File: src/rtl/smb_pkg.sv
package smb_pkg;
  // Protocol phase of the target
  typedef enum logic [2:0] {
    ST_IDLE,
    ST_ADDR,
    ST_RX,
    ST_ACK_OUT,
    ST_TX,
    ST_ACK_IN
  } st_t;

  // Meaning of the next byte received in a write transfer
  typedef enum logic [1:0] {
    RL_CMD,
    RL_CNT,
    RL_DATA,
    RL_DONE
  } role_t;
endpackage

File: src/rtl/smb_edge.sv
// Synchronizes SCL/SDA and derives bus events in the system clock domain.
module smb_edge #(
  parameter int STAGES = 2  // must be >= 2
) (
  input  logic clk,
  input  logic rst,
  input  logic scl_in,
  input  logic sda_in,
  output logic sda_s,
  output logic scl_rise,
  output logic scl_fall,
  output logic start_ev,
  output logic stop_ev
);
  logic [STAGES-1:0] scl_q, sda_q;
  logic scl_s, scl_d, sda_d;

  always_ff @(posedge clk) begin
    if (rst) begin
      scl_q <= '1;
      sda_q <= '1;
      scl_d <= 1'b1;
      sda_d <= 1'b1;
    end else begin
      scl_q <= {scl_q[STAGES-2:0], scl_in};
      sda_q <= {sda_q[STAGES-2:0], sda_in};
      scl_d <= scl_s;
      sda_d <= sda_s;
    end
  end

  assign scl_s    = scl_q[STAGES-1];
  assign sda_s    = sda_q[STAGES-1];
  assign scl_rise = scl_s & ~scl_d;
  assign scl_fall = ~scl_s & scl_d;
  assign start_ev = scl_s & scl_d & sda_d & ~sda_s;
  assign stop_ev  = scl_s & scl_d & ~sda_d & sda_s;
endmodule

File: src/rtl/smb_regbank.sv
// Control register bank with reset defaults, guarded write and read mux.
module smb_regbank #(
  parameter int                NREG      = 8,
  parameter int                IDXW      = 7,
  parameter logic [NREG*8-1:0] RESET_VAL = '0
) (
  input  logic              clk,
  input  logic              rst,
  input  logic              wr_en,
  input  logic [IDXW-1:0]   wr_idx,
  input  logic [7:0]        wr_data,
  input  logic [IDXW-1:0]   rd_idx,
  output logic [7:0]        rd_data,
  output logic [7:0]        span,
  output logic [NREG*8-1:0] reg_flat
);
  localparam int              AW     = (NREG > 1) ? $clog2(NREG) : 1;
  localparam logic [IDXW:0]   NREG_W = (IDXW+1)'(NREG);

  logic [7:0] mem [NREG];
  logic wr_in, rd_in;

  assign wr_in = {1'b0, wr_idx} < NREG_W;
  assign rd_in = {1'b0, rd_idx} < NREG_W;

  always_ff @(posedge clk) begin
    if (rst) begin
      for (int i = 0; i < NREG; i++) mem[i] <= RESET_VAL[i*8 +: 8];
    end else if (wr_en && wr_in) begin
      mem[wr_idx[AW-1:0]] <= wr_data;
    end
  end

  assign rd_data = rd_in ? mem[rd_idx[AW-1:0]] : 8'h00;
  assign span    = rd_in ? 8'(NREG_W - {1'b0, rd_idx}) : 8'h00;

  for (genvar g = 0; g < NREG; g++) begin : g_flat
    assign reg_flat[g*8 +: 8] = mem[g];
  end


  oob_drop_chk: assert property (@(posedge clk) disable iff (rst)
    (wr_en && !wr_in) |=> $stable(reg_flat));


  no_strobe_hold_chk: assert property (@(posedge clk) disable iff (rst)
    !wr_en |=> $stable(reg_flat));
endmodule

File: src/rtl/smb_blk_target.sv
// Serial target with byte and count-prefixed block access to a register bank.
module smb_blk_target
  import smb_pkg::*;
#(
  parameter logic [6:0]        DEV_ADDR    = 7'b1101011,
  parameter int                NREG        = 8,
  parameter int                SYNC_STAGES = 2,
  parameter logic [NREG*8-1:0] RESET_VAL   = 64'h8877_6655_4433_22FF
) (
  input  logic              clk,
  input  logic              rst,
  input  logic              scl_in,
  input  logic              sda_in,
  input  logic              byte_mode_force,
  output logic              sda_oe,
  output logic [NREG*8-1:0] reg_out
);
  localparam int IDXW = 7;

  logic sda_s, scl_rise, scl_fall, start_ev, stop_ev;
  st_t  st;
  role_t role;
  logic [3:0]      bitcnt;
  logic [7:0]      sh, tx;
  logic [IDXW-1:0] ptr;
  logic            rw, bmode, span_sent;
  logic            wr_en;
  logic [IDXW-1:0] wr_idx;
  logic [7:0]      wr_data;
  logic [7:0]      rd_data, span, next_tx;
  logic            take_data;

  smb_edge #(.STAGES(SYNC_STAGES)) u_edge (
    .clk(clk), .rst(rst), .scl_in(scl_in), .sda_in(sda_in),
    .sda_s(sda_s), .scl_rise(scl_rise), .scl_fall(scl_fall),
    .start_ev(start_ev), .stop_ev(stop_ev)
  );

  smb_regbank #(.NREG(NREG), .IDXW(IDXW), .RESET_VAL(RESET_VAL)) u_bank (
    .clk(clk), .rst(rst), .wr_en(wr_en), .wr_idx(wr_idx), .wr_data(wr_data),
    .rd_idx(ptr), .rd_data(rd_data), .span(span), .reg_flat(reg_out)
  );

  // Next byte to transmit: count first in block mode, then register data
  assign take_data = bmode | span_sent;
  assign next_tx   = take_data ? rd_data : span;

  always_ff @(posedge clk) begin
    if (rst) begin
      st        <= ST_IDLE;
      role      <= RL_CMD;
      bitcnt    <= '0;
      sh        <= '0;
      tx        <= '0;
      ptr       <= '0;
      rw        <= 1'b0;
      bmode     <= 1'b0;
      span_sent <= 1'b0;
      sda_oe    <= 1'b0;
      wr_en     <= 1'b0;
      wr_idx    <= '0;
      wr_data   <= '0;
    end else begin
      wr_en <= 1'b0;
      if (stop_ev) begin
        st     <= ST_IDLE;
        sda_oe <= 1'b0;
      end else if (start_ev) begin
        st     <= ST_ADDR;
        bitcnt <= '0;
        sda_oe <= 1'b0;
      end else begin
        case (st)
          ST_ADDR, ST_RX: begin
            if (scl_rise) begin
              sh     <= {sh[6:0], sda_s};
              bitcnt <= bitcnt + 4'd1;
            end else if (scl_fall && bitcnt == 4'd8) begin
              bitcnt <= '0;
              if (st == ST_ADDR) begin
                if (sh[7:1] == DEV_ADDR) begin
                  rw        <= sh[0];
                  sda_oe    <= 1'b1;
                  st        <= ST_ACK_OUT;
                  span_sent <= 1'b0;
                  if (!sh[0]) role <= RL_CMD;
                end else begin
                  st <= ST_IDLE;
                end
              end else begin
                st     <= ST_ACK_OUT;
                sda_oe <= 1'b1;
                case (role)
                  RL_CMD: begin
                    ptr   <= sh[6:0];
                    bmode <= byte_mode_force | sh[7];
                    role  <= (byte_mode_force | sh[7]) ? RL_DATA : RL_CNT;
                  end
                  RL_CNT: role <= RL_DATA;
                  RL_DATA: begin
                    wr_en   <= 1'b1;
                    wr_idx  <= ptr;
                    wr_data <= sh;
                    if (ptr != '1) ptr <= ptr + 1'b1;
                    if (bmode) role <= RL_DONE;
                  end
                  default: sda_oe <= 1'b0;  // extra byte after a byte write
                endcase
              end
            end
          end
          ST_ACK_OUT: begin
            if (scl_fall) begin
              sda_oe <= 1'b0;
              bitcnt <= '0;
              if (rw) begin
                st     <= ST_TX;
                tx     <= next_tx;
                sda_oe <= ~next_tx[7];
                if (take_data) begin
                  if (ptr != '1) ptr <= ptr + 1'b1;
                end else begin
                  span_sent <= 1'b1;
                end
              end else begin
                st <= ST_RX;
              end
            end
          end
          ST_TX: begin
            if (scl_rise) begin
              bitcnt <= bitcnt + 4'd1;
            end else if (scl_fall) begin
              if (bitcnt == 4'd8) begin
                sda_oe <= 1'b0;
                st     <= ST_ACK_IN;
              end else begin
                tx     <= {tx[6:0], 1'b0};
                sda_oe <= ~tx[6];
              end
            end
          end
          ST_ACK_IN: begin
            if (scl_rise) begin
              if (sda_s) st <= ST_IDLE;
            end else if (scl_fall) begin
              bitcnt <= '0;
              st     <= ST_TX;
              tx     <= next_tx;
              sda_oe <= ~next_tx[7];
              if (take_data) begin
                if (ptr != '1) ptr <= ptr + 1'b1;
              end else begin
                span_sent <= 1'b1;
              end
            end
          end
          default: sda_oe <= 1'b0;
        endcase
      end
    end
  end


  foreign_nack_chk: assert property (@(posedge clk) disable iff (rst)
    (st == ST_ADDR && scl_fall && bitcnt == 4'd8 && sh[7:1] != DEV_ADDR &&
     !start_ev && !stop_ev) |=> (!sda_oe && st == ST_IDLE));


  master_nack_chk: assert property (@(posedge clk) disable iff (rst)
    (st == ST_ACK_IN && scl_rise && sda_s && !start_ev && !stop_ev)
    |=> (st == ST_IDLE && !sda_oe));


  start_abort_chk: assert property (@(posedge clk) disable iff (rst)
    start_ev |=> (st == ST_ADDR && bitcnt == 4'd0 && !sda_oe));


  stop_release_chk: assert property (@(posedge clk) disable iff (rst)
    stop_ev |=> (st == ST_IDLE && !sda_oe));


  byte_single_chk: assert property (@(posedge clk) disable iff (rst)
    (st == ST_RX && role == RL_DONE && scl_fall && bitcnt == 4'd8 &&
     !start_ev && !stop_ev) |=> (!wr_en && !sda_oe));
endmodule

File: config.mk
export PLATFORM = sky130hd
export DESIGN_NAME = smb_blk_target
export DESIGN_NICKNAME = d
export VERILOG_FILES = /design/src/rtl/smb_pkg.sv /design/src/rtl/smb_edge.sv /design/src/rtl/smb_regbank.sv /design/src/rtl/smb_blk_target.sv
export SDC_FILE = /design/constraint.sdc
export NUM_CORES = 1
export LEC_CHECK = 0
export ABC_AREA = 1
export BUFFER_PORTS_ARGS = -buffer_cell sky130_fd_sc_hd__buf_2
export CAP_MARGIN = 20
export CORE_MARGIN = 5
export CORE_UTILIZATION = 50
export DETAILED_ROUTE_END_ITERATION = 6
export GPL_TIMING_DRIVEN = 1
export PLACE_DENSITY = 0.71
export SYNTH_ARGS = -nofsm -noshare
export SYNTH_HDL_FRONTEND = slang
export SYNTH_HIERARCHICAL = 1
export SYNTH_SLANG_ARGS = --single-unit
File: constraint.sdc
create_clock -name clk -period 2.1 [get_ports clk]
set_input_delay 0.21 -clock clk [delete_from_list [all_inputs] [get_ports clk]]
set_output_delay 0.21 -clock clk [all_outputs]
set_load 0.05 [all_outputs]
# After elaboration in Yosys (flattened, before gate mapping)
# Memories as Yosys holds them, arrays and structs flattened. A register that Yosys moved wholly into a read port is not among the register bits.
# Index checks and enable logic that the tools add are counted.
[totals] reg_bits=57 ramBits=64 output_inout_bits=65 n_memories=1
[op_classes] add_sub_neg=3 n_lt_le_gt_ge=2 n_eq_ne=41 muxes=83 n_bitwise=21 n_reduce_logical=26
[mem_list] memory="u_bank.mem" words=8 width=8 read_ports=9 rd_clocked_by_memory_dff=1 wr=8 line="smb_regbank.sv:20" text="logic [7:0] mem [NREG];"
[ops] cell="7-bit 2-to-1 mux" count=16
[ops] cell="3-bit 2-to-1 mux" count=14
[ops] cell="7-bit case mux with 3 select lines" count=2
[ops] cell="3-bit != test, second input constant" count=11
[ops] cell="8-bit 2-to-1 mux" count=4
[ops] cell="1-bit 2-to-1 mux" count=29
[ops] cell="2-bit != test, second input constant" count=14
[ops] cell="9-bit AND reduction" count=3
[ops] cell="4-bit 2-to-1 mux" count=6
[ops] cell="11-bit AND reduction" count=2
[ops] cell="7-bit AND reduction" count=3
[ops] cell="4-bit case mux with 4 select lines" count=1
[ops] cell="7-bit by 4-bit < comparator with 1-bit output, second input constant" count=2
[ops] cell="7-bit case mux with 2 select lines" count=1
[ops] cell="2-bit 2-to-1 mux" count=6
[ops] cell="1-bit inverter" count=12
[ops] cell="3-bit case mux with 4 select lines" count=1
[ops] cell="10-bit AND reduction" count=1
[ops] cell="4-bit != test, second input constant" count=2
[ops] cell="8-bit AND reduction" count=1
[ops] cell="4-bit nonzero test" count=2
[ops] cell="8-bit OR reduction" count=1
[ops] cell="4-bit by 7-bit subtractor with 8-bit output, first input constant" count=1
[ops] cell="7-bit by 1-bit adder with 7-bit output, second input constant" count=1
[ops] cell="27 further kinds" count=40

# Depth between registers and ports, before layout
# Gate-level depths: netlist of the first run.
[logic_depth] word_depth=9 mapped_depth=15 ltp_nobuf=14

# Modules after synthesis
# The synthesis of the first run kept the hierarchy.
[by_module_without_submodules] mod="smb_regbank" n_inst=1 cells_each=363 area_each_um2=3238.1 seq_area_each_um2=1921.8
[by_module_without_submodules] mod="smb_blk_target" n_inst=1 cells_each=468 area_each_um2=2942.8 seq_area_each_um2=1021.0
[by_module_without_submodules] mod="smb_edge" n_inst=1 cells_each=24 area_each_um2=197.7 seq_area_each_um2=120.1

# Worst setup path after synthesis of the first run
# OpenSTA, ideal clock, no wires.
[synth_timing] path_kind="register -> register" start="register u_edge.sda_q[1]" end="register wr_data[5]" setup_ns=0.142 t_arrival_ns=1.569 path_slack_ns=0.390 path_stages_with_launch=11 synth_period_minus_slack_ns=1.710 cell_sequence="dfxtp_1 inv_1 nand2_1 nor2_1 inv_2 nand2_1 nor2_1 nand2_2 nor3_4 buf_4 a211oi_1"
[synth_via] elab_chain_len=4 elab_cells_between_ends=6 classes_between="5 x bitwise; 1 x reduce/logical"
[synth_rtl] item="start: declaration" line="smb_edge.sv:15" text="logic [STAGES-1:0] scl_q, sda_q;"
[synth_rtl] item="start signal: assignment" line="smb_edge.sv:26" text="sda_q <= {sda_q[STAGES-2:0], sda_in};"
[synth_rtl] item="1-bit inverter" line="smb_edge.sv:36" text="assign start_ev = scl_s & scl_d & sda_d & ~sda_s;"
[synth_rtl] item="1-bit bitwise AND" line="smb_edge.sv:36"
[synth_rtl] item="named net start_ev" line="smb_blk_target.sv:20" text="logic sda_s, scl_rise, scl_fall, start_ev, stop_ev;"
[synth_rtl] item="1-bit inverter (no source line)"
[synth_rtl] item="7-bit AND reduction (no source line)"
[synth_rtl] item="end signal: assignment" line="smb_blk_target.sv:103" text="wr_data <= sh;"
[synth_rtl] item="end: declaration" line="smb_blk_target.sv:29" text="logic [7:0] wr_data;"
# The timed path passes the listed nets, and every way through them passes these cells.
# A chain may end at the register's enable or synchronous reset.

# Worst setup path in the final report of the first run
[layout_timing] start="register u_edge.sda_q[1]" end="register wr_data[1]"
# Same word-level chain as after synthesis.

==> metrics.md, run 1 <==
| Metric | Value |
|---|---|
| Core outline area | 12600 um^2 |
| DR DRC count | 0 |
| Clock tree from TritonCTS | built |
| Routed len/inst | 15.0 um |
| Leakage power of the design | 3.28 nW |
| Critical path class | reg -> reg |
| Flip-flop and latch count after synthesis | 121 |
| Mean Syn Cell Area | 7.46 um^2 |
| Register-to-register setup slack | 210 ps |
| Yosys warns | 6 |
| Die extent in y | 123 um |
| Cell chain of the critical path | inv_1, nand2_1, nor2_1, inv_2, nand2_1, nor2_2, nand2_2, nor3_4, buf_12, nor2_1, a211oi_2 |
| Part of the total power dissipated in combinational logic | 27.0% |
| Total die area | 15100 um^2 |
| Final cell utilization of the core | 60.1% |
| Post-layout instance area | 7550 um^2 |
| Met3 usage in global routing | 4.44% |
| Overall Global Routing Usage | 23.5% |
| Setup repair after global routing missed its margin | false |
| CTS H-tree lvls | 4 |
| Most common cell after layout, fill and taps aside | nand2_1 |
| Register area share after synthesis | 48.0% |
| Required time at the endpoint of the critical path | 2430 ps |
| Outcome | finished clean |
| Max cap viols | 0 |
| Drt total wl | 16.8 mm |
| Internal cell power | 0.00502 W |
| Number of endpoints failing setup at the final stage | 0 |
| Number of buffers and inverters on the critical path | 3 |
| IO Pins | 70 |
| Non-filler instance count after layout | 1123 |
| Net switching fraction of the power | 33.4% |
| Number of post-CTS setup repair buffers | 0 |
| Worst reg2reg path startpoint | u_edge/sda_q[1]$_SDFF_PP1_ |
| Via count of the first global-routing pass | 5268 |
| Transition time of the tightest slew-check pin | 502 ps |
| Placed wire-length estimate after detailed placement | 12.1 mm |
| Leftover overflow at the end of global routing | 0 |
| Placed Area | 6970 um^2 |
| Part of the cycle the worst path needs | 90.1% |
| First-pass GRT wire length | 27.2 mm |
| Power per unit of standard cell area | 999 nW/um^2 |
| Horizontal extent of the die | 123 um |
| Iteration count of the initial detailed-routing pass | 5 |
| Deepest clock path buffer count | 2 |
| Drt initial violations | 670 |
| NetSw | 0.00252 W |
| Final-layout setup total negative slack | 0 ps |
| Placed Cells incl. Taps | 1089 |
| Worst IR drop on VDD | 0.653 mV |
| Total via count in the routed design | 5786 |
| Endpoint arrival time on the critical path | 2220 ps |
| Largest net degree at the start of global routing | 34 |
| Worst path max stage delay | 380 ps |
| Top Usage Layer GRT | met2 |
| Worst hold start | byte_mode_force |
| Count of antenna diodes in the layout | 0 |
| Sink Count | 121 |
| Slowest cell on the critical path | dfxtp_1 |
| Number of nets still failing antenna checks after routing | 0 |
| Number of antenna violations at the first check in global routing | 0 |
| Clock-pin slew on the worst setup and hold paths | 50 ps |
| Tightest slew margin relative to the limit | 66.5% |
| Starting Density | 50.8% |
| Number of rows in the core area | 41 |
| Hold worst-path end | bmode$_SDFFE_PP0P_ |
| Number of fillers in the final layout | 1152 |
| Final critical delay including setup and external delays | 1890 ps |
| CP endpoint kind | flip-flop |
| Number of buffers created by CTS | 17 |
| Proportion of power drawn by flip-flops and latches | 36.9% |
| Hold_ws | 64.0 ps |
| Clk root buf | clkbuf_16 |
| Min-delay worst type | in -> reg |
| Met2 usage | 36.8% |
| Synthesized instance count | 855 |
| Number of cells traversed by the worst hold path | 3 |
| Biggest fanout along the worst timing path | 27 |
| Worst reg-to-reg path cell count | 11 |
| Count of input and output buffers | 69 |
| Top achievable clock speed | 0.529 GHz |
| End of the worst register-to-register path | wr_data[1]$_SDFFE_PP0P_ |
| Clock share of power | 36.1% |
| Gp weighted congestion | 0.941 |
| Mapped cell area | 6380 um^2 |
| Fin. Hold Viols | 0 |
| Fraction of layout instances using a drive strength above 1 | 15.8% |
| Clk_lat worst skew | 420 ps |
| Crit path max-delay family | simple AND/OR/NAND/NOR gates |
| Crit path launch type | flip-flop |
| Commonest non-fill, non-tap cells in the layout | 217 x nand2_1, 154 x nor2_1, 92 x inv_1, 81 x nand3_1, 69 x buf_2 |
| Fraction of met1 tracks used by global routing | 32.9% |
| Unique cell type count in the Yosys netlist | 34 |
| Synth-to-Final Area Change | 18.4% |
| Clock Skews | 8.59 ps |
| Nets@finish | 951 |
| Post-DR vias/cell | 5.15 |
| Final number of max-transition violations | 0 |
## flip-flops by register name, summed over array words and instances, names as in the netlist
name	count
wr_en	1
bitcnt	4
role	2
bmode	1
st	3
span_sent	1
u_edge/scl_d	1
tx	7
rw	1
ptr	7
wr_idx	7
u_bank/mem	64
wr_data	8
u_edge/scl_q	2
sda_oe	1
sh	8
u_edge/sda_q	2
u_edge/sda_d	1
## kinds of logic after synthesis
group,Yosys count,share of synthesized area [%]
flops,121,48.0
simple gates,493,32.7
fa+ha+maj,8,1.57
compound gates,98,8.67
xor+xnor,2,0.275
buf+inv,132,8.71
other cells,1,0.0588
## Yosys cell counts
| cell type | n | area, um^2 |
|---|---|---|
| ha_1 | 8 | 100 |
| buf_4 | 10 | 75.1 |
| nand3b_1 | 1 | 7.51 |
| xnor2_1 | 1 | 8.76 |
| or2_1 | 4 | 25.0 |
| nand2_4 | 2 | 22.5 |
| inv_1 | 92 | 345 |
| nor3_1 | 4 | 20.0 |
| clkbuf_1 | 6 | 22.5 |
| nor4_1 | 5 | 31.3 |
| nor2_4 | 1 | 11.3 |
| buf_2 | 12 | 60.1 |
| nor2_1 | 155 | 582 |
| clkinv_1 | 1 | 3.75 |
| nand2_1 | 219 | 822 |
| xor2_1 | 1 | 8.76 |
| edfxtp_1 | 64 | 1920 |
| o21bai_1 | 3 | 22.5 |
| nand2_2 | 4 | 25.0 |
| nor3_4 | 1 | 16.3 |
| nor2_8 | 1 | 20.0 |
| conb_1 | 1 | 3.75 |
| nand4_1 | 7 | 43.8 |
| o21ai_0 | 54 | 270 |
| buf_1 | 2 | 7.51 |
| a21oi_1 | 29 | 145 |
| nand3_2 | 1 | 10.0 |
| a211oi_1 | 7 | 52.6 |
| inv_2 | 8 | 30.0 |
| nand3_1 | 81 | 405 |
| a211oi_2 | 5 | 62.6 |
| dfxtp_1 | 57 | 1140 |
| buf_6 | 1 | 11.3 |
| nor2_2 | 7 | 43.8 |
## worst max path at each step
stage                                           from                       to  cells past startpoint
after floorplan           u_edge/sda_q[1]$_SDFF_PP1_  wr_data[5]$_SDFFE_PP0P_                     10
after global placement            st[0]$_SDFFE_PP0P_       tx[0]$_SDFFE_PP0P_                     11
after detailed placement  u_edge/sda_q[1]$_SDFF_PP1_   wr_idx[0]$_SDFFE_PP0P_                     11
after CTS                 u_edge/sda_q[1]$_SDFF_PP1_  wr_data[1]$_SDFFE_PP0P_                     11
after global routing          bitcnt[0]$_SDFFE_PP0P_  wr_data[1]$_SDFFE_PP0P_                      9
final                     u_edge/sda_q[1]$_SDFF_PP1_  wr_data[1]$_SDFFE_PP0P_                     11
## metal layers
metal	up-vias	part of all wire, %
li1	2918	-
met1	2614	43
met2	229	46
met3	25	8.4
met4	0	1.8
met5	-	0
## repair_timing
| item | in CTS | in global routing |
|---|---|---|
| endpoints found under the setup margin | 0 | 9 |
| hold buffers | 2 | 0 |
| gates resized for setup | 0 | 3 |
| endpoints found under the hold margin | 2 | 0 |
## through the flow
| stage | total power (W) | setup WS (ps) |
|---|---|---|
| 2_1_floorplan | 0.00432 | 390 |
| 3_3_place_gp | 0.00481 | 255 |
| 3_5_place_dp | 0.00483 | 210 |
| 4_1_cts | 0.00754 | 157 |
| 5_1_grt | 0.00798 | 16.5 |
| 6_report | 0.00754 | 208 |
## power by group through the flow
stage / Sequential, W / Combinational, W / Clock [W]
after floorplan: 0.00290 / 0.00142 / 0
after global placement: 0.00283 / 0.00199 / 0
after detailed placement: 0.00283 / 0.00200 / 0
after CTS: 0.00278 / 0.00201 / 0.00274
after global routing: 0.00281 / 0.00233 / 0.00285
final: 0.00278 / 0.00204 / 0.00272
## area by class of cell
cell class	instances	area [um^2]	share of cell area (%)
Sequential cell	121	3060	40.6
Multi-Input combinational cell	605	2780	36.8
Timing Repair Buffer	92	561	7.42
Clock buffer	24	482	6.38
Inverter	101	379	5.02
Tap cell	172	215	2.85
Clock inverter	8	72.6	0.961
## tightest hold or removal path, stage by stage
cell     delay, ps
buf_2           80
nor2_1          50
a21oi_1        110
(Power assumes the default switching activity.)
==> run 2, diff against run 1 <==
--- a/config.mk
+++ b/config.mk
@@ -12,7 +12,7 @@
 export CORE_UTILIZATION = 50
 export DETAILED_ROUTE_END_ITERATION = 6
 export GPL_TIMING_DRIVEN = 1
-export PLACE_DENSITY = 0.71
+export PLACE_DENSITY = 0.7
 export SYNTH_ARGS = -nofsm -noshare
 export SYNTH_HDL_FRONTEND = slang
 export SYNTH_HIERARCHICAL = 1
==> run 2 against run 1 <==
Sequential cell count stayed put. Via count is 0.64% higher. Power is 1.4% higher. Sequential power hardly changed. Critical path type unchanged. Largest power group is now clock.
==> metrics.md, run 2 (same netlist as run 1, synthesis figures left out) <==
| Metric | Value |
|---|---|
| Outcome | finished clean |
| End of the worst register-to-register path | ptr[3]$_SDFFE_PP0P_ |
| Nets@finish | 954 (+0.32%) |
| Register name with the most flops | u_bank/mem |
| Clock Skews | 6.73 ps (-1.86 ps) |
| Starting Density | 50.8% (unchanged) |
| Largest net degree at the start of global routing | 39 (+15%) |
| Tightest slew margin relative to the limit | 66.4% (about the same) |
| Worst reg-to-reg path cell count | 10 (-1) |
| Transition time of the tightest slew-check pin | 503 ps (+0.832 ps) |
| Number of rows in the core area | 41 (unchanged) |
| Placed wire-length estimate after detailed placement | 12.1 mm (about the same) |
| Fraction of met1 tracks used by global routing | 33.4% (+0.42 points) |
| Number of buffers created by CTS | 17 (unchanged) |
| Clk root buf | clkbuf_16 |
| Max cap viols | 0 (unchanged) |
| Worst reg2reg path startpoint | ptr[0]$_SDFFE_PP0P_ |
| Setup repair after global routing missed its margin | false |
| Total die area | 15100 um^2 (unchanged) |
| IO Pins | 70 (unchanged) |
| Top Usage Layer GRT | met2 |
| Drt total wl | 16.9 mm (+0.36%) |
| Leakage power of the design | 3.31 nW (+1.0%) |
| Post-DR vias/cell | 5.17 (+0.37%) |
| Top achievable clock speed | 0.532 GHz (+0.60%) |
| First-pass GRT wire length | 27.3 mm (+0.35%) |
| Iteration count of the initial detailed-routing pass | 7 (+2) |
| Routed len/inst | 15.0 um (about the same) |
| CP startpoint | ptr[0]$_SDFFE_PP0P_ |
| DR DRC count | 0 (unchanged) |
| Register-to-register setup slack | 220 ps (about the same) |
| Fraction of layout instances using a drive strength above 1 | 16.1% (+0.37 points) |
| Fin. Hold Viols | 0 (unchanged) |
| Number of fillers in the final layout | 1119 (-2.9%) |
| Number of buffers and inverters on the critical path | 1 (-2) |
| Synth-to-Final Area Change | 19.3% |
| Most numerous cell on the critical path | nand2_1 |
| Biggest fanout along the worst timing path | 38 (+41%) |
| Number of cells traversed by the worst hold path | 3 (unchanged) |
| Clk_lat worst skew | 420 ps (about the same) |
| Required time at the endpoint of the critical path | 2460 ps (+30 ps) |
| Number of endpoints failing setup at the final stage | 0 (unchanged) |
| Commonest non-fill, non-tap cells in the layout | 219 x nand2_1, 154 x nor2_1, 92 x inv_1, 79 x nand3_1, 69 x buf_2 |
| Drt initial violations | 575 (-14%) |
| Clock-pin slew on the worst setup and hold paths | 60 ps (about the same) |
| Number of antenna violations at the first check in global routing | 0 (unchanged) |
| Final critical delay including setup and external delays | 1880 ps (-11.3 ps) |
| Area used by multi-input combinational logic | 2780 um^2 (+0.18%) |
| Clock tree from TritonCTS | built |
| Horizontal extent of the die | 123 um (unchanged) |
| CTS H-tree lvls | 4 (unchanged) |
| Leftover overflow at the end of global routing | 0 (unchanged) |
| Sink Count | 121 (unchanged) |
| Crit path max-delay family | simple AND/OR/NAND/NOR gates |
| Most common cell after layout, fill and taps aside | nand2_1 |
| Count of input and output buffers | 69 (unchanged) |
| Number of flip-flops in the largest register | 64 (unchanged) |
| Hold worst-path end | bmode$_SDFFE_PP0P_ |
| Crit path launch type | flip-flop |
| Core outline area | 12600 um^2 (unchanged) |
| Worst path max stage delay | 410 ps (+30 ps) |
| Number of nets still failing antenna checks after routing | 0 (unchanged) |
| Final number of max-transition violations | 0 (unchanged) |
| Die extent in y | 123 um (unchanged) |
| Part of the cycle the worst path needs | 89.6% (-0.54 points) |
| Gp weighted congestion | 0.944 (+0.33%) |
| Final-layout setup total negative slack | 0 ps (unchanged) |
| Critical path class | reg -> reg |
| Setup WS pre-CTS | 142 ps (-67.9 ps) |
| Count of antenna diodes in the layout | 0 (unchanged) |
| Total via count in the routed design | 5823 (+0.64%) |
| Min-delay worst type | in -> reg |
| Registers with the highest flip-flop counts | u_bank/mem (64), sh (8), wr_data (8) |
| Cell chain of the critical path | buf_12, ha_1, nand2_1, nor2_1, nand3_2, nand4_1, o21ai_0, nand2_1, nand2_1, nor2_1 |
| Overall Global Routing Usage | 23.7% (+0.17 points) |
| Endpoint arrival time on the critical path | 2240 ps (+20 ps) |
| Power per unit of standard cell area | 1010 nW/um^2 (+0.65%) |
| CP endpoint kind | flip-flop |
| Met2 usage | 36.8% (unchanged) |
| Final setup margin | 219 ps (+11.3 ps) |
| Total power consumption of the routed design | 0.00765 W (+1.4%) |
| Area occupied by registers | 3060 um^2 (unchanged) |
| Slowest cell on the critical path | dfxtp_1 |
| Met3 usage in global routing | 4.67% (+0.23 points) |
| Via count of the first global-routing pass | 5388 (+2.3%) |
| Deepest clock path buffer count | 2 (unchanged) |
| Worst IR drop on VDD | 0.482 mV (-26%) |
| Worst hold start | byte_mode_force |
## run 2: cell types whose count changed in the layout (fill, tap and decap cells not counted), sizes merged
| cell | change |
|---|---|
| buf | +3 |
| clkinvlp | -1 |
| bufinv | +1 |
| inv | +1 |
| clkbuf | -3 |
| clkinv | +2 |
## run 2: layer usage
layer  vias to the layer above  routed length, um
li1                       2923                  -
met1                      2646               7750
met4                         0                293
met5                         -                  0
met2                       227               7570
met3                        27               1280
## run 2: worst register-to-register path, cell delays in order, from the launching register on
cell and delay [ps]:
dfxtp_1 410, buf_12 230, ha_1 190, nand2_1 80, nor2_1 210, nand3_2 220, nand4_1 160, o21ai_0 90
nand2_1 70, nand2_1 50, nor2_1 100
## run 2: area by class of cell
cell class                 instances  area share (%)
timing repair buffer              95            7.66
tap                              172            2.83
clock buffer                      21            6.07
clock inverter                    11            1.59
multi-input combinational        605            36.6
sequential                       121            40.2
inverter                         101            5.01
## run 2: worst max-delay path by stage
stage,to,slack (ps),cells past startpoint
2_1_floorplan,wr_data[5]$_SDFFE_PP0P_,390,10
3_3_place_gp,ptr[4]$_SDFFE_PP0P_,160,8
3_5_place_dp,ptr[4]$_SDFFE_PP0P_,140,8
4_1_cts,ptr[4]$_SDFFE_PP0P_,120,8
5_1_grt,bitcnt[1]$_SDFFE_PP0P_,4,9
6_report,ptr[3]$_SDFFE_PP0P_,220,10
## run 2: metrics by stage
| stage | cell area, um^2 | std cells | utilization (%) | hold slack (ps) |
|---|---|---|---|---|
| CTS | 7590 | 1126 | 60.4 | 81.3 |
| global placement | 6990 | 1092 | 55.6 | 386 |
| detailed placement | 6990 | 1092 | 55.6 | 391 |
| floorplan | 6390 | 858 | - | 307 |
| global route | 7610 | 1126 | 60.5 | 128 |
| finish | 7610 | 1126 | 60.5 | 85.1 |
## run 2: timing repair
action / in CTS / in global routing
setup buffers: 0 / 0
hold buffers: 2 / 0
resized for setup: 0 / 5
endpoints found under the setup margin: 0 / 7
endpoints found under the hold margin: 2 / 0
## run 2: where the power goes
group | leakage, nW | switching, W | internal, W
Sequential | 1.01 | 0.000138 | 0.00265
Combinational | 2.02 | 0.00137 | 0.000669
Clock | 0.284 | 0.00101 | 0.00181
